===== config.mk =====
export PLATFORM = sky130hd
export DESIGN_NAME = lane_parity_guard
export DESIGN_NICKNAME = d
export VERILOG_FILES = /design/src/rtl/lpg_pkg.sv /design/src/rtl/lpg_lane.sv /design/src/rtl/lpg_flag_stage.sv /design/src/rtl/lane_parity_guard.sv
export SDC_FILE = /design/constraint.sdc
export NUM_CORES = 1
export LEC_CHECK = 0
export BUFFER_PORTS_ARGS = -buffer_cell sky130_fd_sc_hd__buf_2
export CORE_MARGIN = 3
export CORE_UTILIZATION = 37
export CTS_CLUSTER_DIAMETER = 30
export DETAILED_ROUTE_END_ITERATION = 7
export PLACE_DENSITY_LB_ADDON = 0.1
export SLEW_MARGIN = 20
export SYNTH_ARGS = -nofsm -noshare
export SYNTH_HDL_FRONTEND = slang
export SYNTH_SLANG_ARGS = --single-unit
export TNS_END_PERCENT = 5

===== constraint.sdc =====
create_clock -name clk -period 4.35 [get_ports clk]
set_input_delay 0.435 -clock clk [delete_from_list [all_inputs] [get_ports clk]]
set_output_delay 0.435 -clock clk [all_outputs]
set_load 0.02 [all_outputs]

===== src/rtl/lpg_pkg.sv =====
package lpg_pkg;

  typedef enum logic {
    MODE_CHECK = 1'b0,
    MODE_GEN   = 1'b1
  } lpg_mode_e;

  // Parity bit that completes 'bits' to the chosen sense (odd=1 -> odd count).
  function automatic logic parity_of(input logic [63:0] bits, input logic odd);
    return (^bits) ^ odd;
  endfunction

endpackage


===== src/rtl/lpg_lane.sv =====
module lpg_lane #(
  parameter int DW = 8
) (
  input  logic [DW:0] lane_i,
  input  logic        odd_sel_i,
  input  logic        gen_en_i,
  output logic [DW:0] lane_o,
  output logic        bad_o
);
  import lpg_pkg::*;

  logic      calc_par;
  lpg_mode_e mode;

  assign calc_par = parity_of(64'(lane_i[DW-1:0]), odd_sel_i);
  assign bad_o    = lane_i[DW] != calc_par;
  assign mode     = lpg_mode_e'(gen_en_i);

  always_comb begin
    case (mode)
      MODE_GEN: lane_o = {calc_par, lane_i[DW-1:0]};
      default:  lane_o = lane_i;
    endcase
  end

endmodule


===== src/rtl/lpg_flag_stage.sv =====
module lpg_flag_stage #(
  parameter bit REGISTERED = 1'b1
) (
  input  logic clk,
  input  logic rst_n,
  input  logic any_bad_i,
  output logic flag_n_o
);

  generate
    if (REGISTERED) begin : g_reg
      always_ff @(posedge clk or negedge rst_n) begin
        if (!rst_n) flag_n_o <= 1'b1;
        else        flag_n_o <= ~any_bad_i;
      end
    end else begin : g_comb
      assign flag_n_o = ~any_bad_i;
    end
  endgenerate

endmodule


===== src/rtl/lane_parity_guard.sv =====
module lane_parity_guard #(
  parameter int LANES     = 4,
  parameter int LANE_DATA = 8,
  parameter bit FLAG_REG  = 1'b1,
  localparam int LANE_W   = LANE_DATA + 1,
  localparam int WORD_W   = LANES * LANE_W
) (
  input  logic              clk,
  input  logic              rst_n,
  input  logic              odd_sel_i,
  input  logic              gen_en_i,
  input  logic [WORD_W-1:0] port_word_i,
  output logic [WORD_W-1:0] port_word_o,
  output logic [LANES-1:0]  lane_bad_o,
  output logic              perr_n_o
);

  logic [LANES-1:0] lane_bad;
  logic             any_bad;

  generate
    for (genvar g = 0; g < LANES; g++) begin : g_lane
      lpg_lane #(.DW(LANE_DATA)) u_lane (
        .lane_i    (port_word_i[g*LANE_W +: LANE_W]),
        .odd_sel_i (odd_sel_i),
        .gen_en_i  (gen_en_i),
        .lane_o    (port_word_o[g*LANE_W +: LANE_W]),
        .bad_o     (lane_bad[g])
      );
    end
  endgenerate

  assign any_bad    = |lane_bad;
  assign lane_bad_o = lane_bad;

  lpg_flag_stage #(.REGISTERED(FLAG_REG)) u_flag (
    .clk       (clk),
    .rst_n     (rst_n),
    .any_bad_i (any_bad),
    .flag_n_o  (perr_n_o)
  );

endmodule


== After elaboration in Yosys (flattened, before gate mapping) ==
Cells that the tools add are included.

* Shift operators: 0
* Muxes and demuxes: 4
* Div/mod/pow operators: 0
* Equal/unequal tests: 4
* Bitwise gates (word level): 5
* Reduce and logical (&&, ||, !) cells: 5
* Add/sub/neg operators: 0
* Order comparisons: 0
* Multipliers: 0

{| class="wikitable"
|+ Operators by type and width
! cell !! number
|-
| $reduce_xor 64->1 || 4
|-
| $mux 9 || 4
|-
| $ne 1x1->1 || 4
|-
| $reduce_or 4->1 || 1
|-
| $xor 1x1->1 || 4
|-
| $not 1->1 || 1
|}

* Word-level logic and storage cells: 19
* ROM bits: 0
* Latch bits: 0
* Output and inout port bits: 41
* Bits in writable memories: 0
* Input port bits: 40
* Register bits after elaboration: 1
* Memories: 0

== Depth between registers and ports, before layout ==
* Depth in word-level cells: 5
* Gate-level depth with buffers: 5
* Depth with buffers taken out: 4

== By module ==
From an unflattened synthesis, not the netlist that was laid out.

* Cells, all modules: 75
* Area, all modules: 668.1 sq um

{| class="wikitable"
|+ Modules (own cells, without submodules)
! module !! seq. area each (sq um) !! cells an instance !! area each (sq um) !! times used
|-
| lpg_lane || 0.0 || 18 || 157.7 || 4
|-
| lpg_flag_stage || 26.3 || 2 || 30.0 || 1
|-
| lane_parity_guard || 0.0 || 1 || 7.5 || 1
|}

== Worst setup path before layout ==
OpenSTA, ideal clock, no wires.

* Path type: in2out
* From: input port_word_i[19]
* To: output lane_bad_o[2]
* Required time: 3.915 ns
* Cell stages on the path: 4
* Arrival time: 1.566 ns
* Path buffers: 1
* Setup slack: 2.349 ns
* Cells stage by stage: xnor2_1 > xnor3_1 > xor3_1 > buf_4

* Word-level cells in the longest chain between the ends: 3

{| class="wikitable"
|+ Ends and longest elaborated chain
! what !! RTL line !! RTL
|-
| start: declaration || lane_parity_guard.sv:12 || <nowiki>input logic [WORD_W-1:0] port_word_i,</nowiki>
|-
| $reduce_xor 64->1 || lpg_pkg.sv:10 || <nowiki>return (^bits) ^ odd;</nowiki>
|-
| $xor 1x1->1 || lpg_pkg.sv:10 ||
|-
| $ne 1x1->1 || lpg_lane.sv:16 || <nowiki>assign bad_o = lane_i[DW] != calc_par;</nowiki>
|-
| end: declaration || lane_parity_guard.sv:14 || <nowiki>output logic [LANES-1:0] lane_bad_o,</nowiki>
|}

Every way passes these cells.

== Worst setup path after layout ==
* From: input port_word_i[29]
* To: output port_word_o[35]

* Word-level cells in the longest chain between the ends: 3

{| class="wikitable"
|+ Ends and longest elaborated chain
! what !! RTL line !! RTL
|-
| $reduce_xor 64->1 || lpg_pkg.sv:10 ||
|-
| $xor 1x1->1 || lpg_pkg.sv:10 ||
|-
| $mux 9 || lpg_lane.sv:20 || <nowiki>case (mode)</nowiki>
|-
| end: declaration || lane_parity_guard.sv:13 || <nowiki>output logic [WORD_W-1:0] port_word_o,</nowiki>
|}

Every way passes these cells.

==> flow_summary.yaml <==
run_status:
  status: "finished clean"
timing:
  rsz0062_at_grt: "no"
  slew-limit-headroom_pct: 82.6
  setup_tns_ns: 0
  worst_slack_ns: 2.16
  tightest_slew_ns: 0.258
  timing.fmax_ghz: 0.457
  fin_crit_sh_pct: 50.3
  setup_viol: 0
  slew_violations: 0
  fin_crit_ns: 2.19
  hold_viol_final: 0
cells_and_area:
  largestRegisters: "u_flag.flag_n_o (1)"
  layout_common_cells: "buf_2, xnor2_1, xnor3_1"
  area_delta_synth_final_pct: 20.6
  regMostFlops: "u_flag.flag_n_o"
  drive_gt1_share_pct: 73.7
  mostFrequentLayoutCell: "buf_2"
  fin_nets: 160
  diodes: 0
  final_cells: 143
  largest_register_ffs: 1
clocking:
  cts_repair_resize_count: 0
  cts.reportedPaths.clkPinSlew_ns: 0
  holdBufCountCts: 0
  cts_setup_buffers: 0
floorplanning:
  die_height_um: 51.3
  coreArea_um2: 1820
  die_area_um2: 2630
  pin_count: 81
  initial_core_util_pct: 41.6
  rows: 15
  die-width_um: 51.3
power_and_ir_drop:
  power_frac_clock_pct: 0
  seqPwrFrac_pct: 5.3
  p_sw_mw: 0.133
  power.leakage_nw: 0.532
  total_power_mw: 0.261
  internal_power_mw: 0.129
  p_comb_share_pct: 94.7
  ir_worst_vdd_mv: 0.173
  p_sw_share_pct: 50.7
  powerDensity_nw_per_um2: 286
detailed_routing:
  via_count: 588
  wire_per_inst_um: 10.0
  viasPerCell: 4.11
  first_iter_violations: 2
  detail-route-antenna-nets: 0
  drt-total-wl_um: 1440
  dr.pass1.iters: 3
  drc: 0
placement:
  port_buffers: 80
  place_ws_ns: 2.15
  routabilityCongestion: 0.591
  post-place-cells: 143
global_routing:
  met2_usage_pct: 19.1
  grt_pass1_vias: 518
  overflow: 0
  grt_first_pass_wirelength_um: 2080
  use_met3_pct: 0.292
  gr-usage-all-layers_pct: 9.79
  use_met1_pct: 12.6
  top_usage_layer: "met2"
  antenna_found_initial: 0
  grt_max_degree: 5
setup_path:
  critPathMaxFanout: 2
  crit_type: "primary input to output pin"
  slowest_stage: "xnor3_1"
  worstPathRequired_ns: 3.91
  endpoint_kind: "output pin"
  path_cells: "buf_2 -> xnor2_1 -> xnor3_1 -> xnor2_1 -> mux2_2 -> buf_2"
  cp-start-kind: "primary input"
  crit_arrival_ns: 1.75
  crit_path_max_incr_delay_ns: 0.47
yosys:
  ys_ff_latch: 1
  postSynthAreaPerCell_um2: 10.1
  syn-num-nets: 115
  synthCells: 75
  ys_warn_count: 0
  syn_area_um2: 758
  synth_cell_types: 10
  yosysSeqAreaShare_pct: 3.47
flow_run:
  maxCapViolations: 0
worst_hold_path:
  min_path_type: "primary input to asynchronous set/reset pin"
==> worst max-delay path, delay by kind of cell <==
kind	cells	cell delay [ns]
xor+xnor	3	0.80
mux	1	0.25
buf+inv	2	0.27
==> stage by stage <==
step	cell area (um^2)	hold slack, ns	utilization [%]
6_report	915	0.372	50.2
5_1_grt	915	0.378	50.2
4_1_cts	915	0.373	50.2
3_5_place_dp	915	0.373	50.2
3_3_place_gp	915	0.378	50.2
2_1_floorplan	758	0.287	-
==> cell type report <==
class                           count  area [um^2]
Tap cell                           25         31.3
Fill cell                         195          906
Sequential cell                     1         26.3
Timing Repair Buffer               80          400
Multi-Input combinational cell     37          457
==> cells in the mapped netlist <==
master	count	area share [%]
clkbuf_2	1	0.66
buf_4	36	36
mux2_2	4	5.9
nor4_2	1	1.6
xnor3_1	7	21
xnor2_1	19	22
xnor2_2	1	2.1
dfstp_2	1	3.5
xor2_1	4	4.6
xor3_1	1	3.1
==> per-layer routing <==
layer | up-vias | share of wire [%] | wire, um
li1 | 291 | - | -
met1 | 252 | 38 | 548
met2 | 45 | 50 | 723
met3 | 0 | 12 | 166
met4 | 0 | 0 | 0
met5 | - | 0 | 0
==> cells by family after synthesis <==
group	count (synthesis)	synth area share, %
xor gates and xnor gates	32	52.6
and+or+nand+nor	1	1.65
buffers and inverters	37	36.3
DFF	1	3.47
muxes	4	5.94
==> power by group through the flow <==
stage               clock, mW  sequential, mW  combinational [mW]
CTS                         0          0.0139               0.251
floorplan                   0          0.0175               0.218
global route                0          0.0143               0.269
detailed placement          0          0.0139               0.250
finish                      0          0.0138               0.247
global placement            0          0.0138               0.249
==> final timing paths <==
kind	from	endpoint	cells past startpoint
worst max-delay path	port_word_i[29]	port_word_o[35]	6
worst min-delay path	rst_n	u_flag.flag_n_o	1
max in group asynchronous	rst_n	u_flag.flag_n_o	1
min in group clk	port_word_i[26]	u_flag.flag_n_o	3
Power figures use the tool's default switching activity.
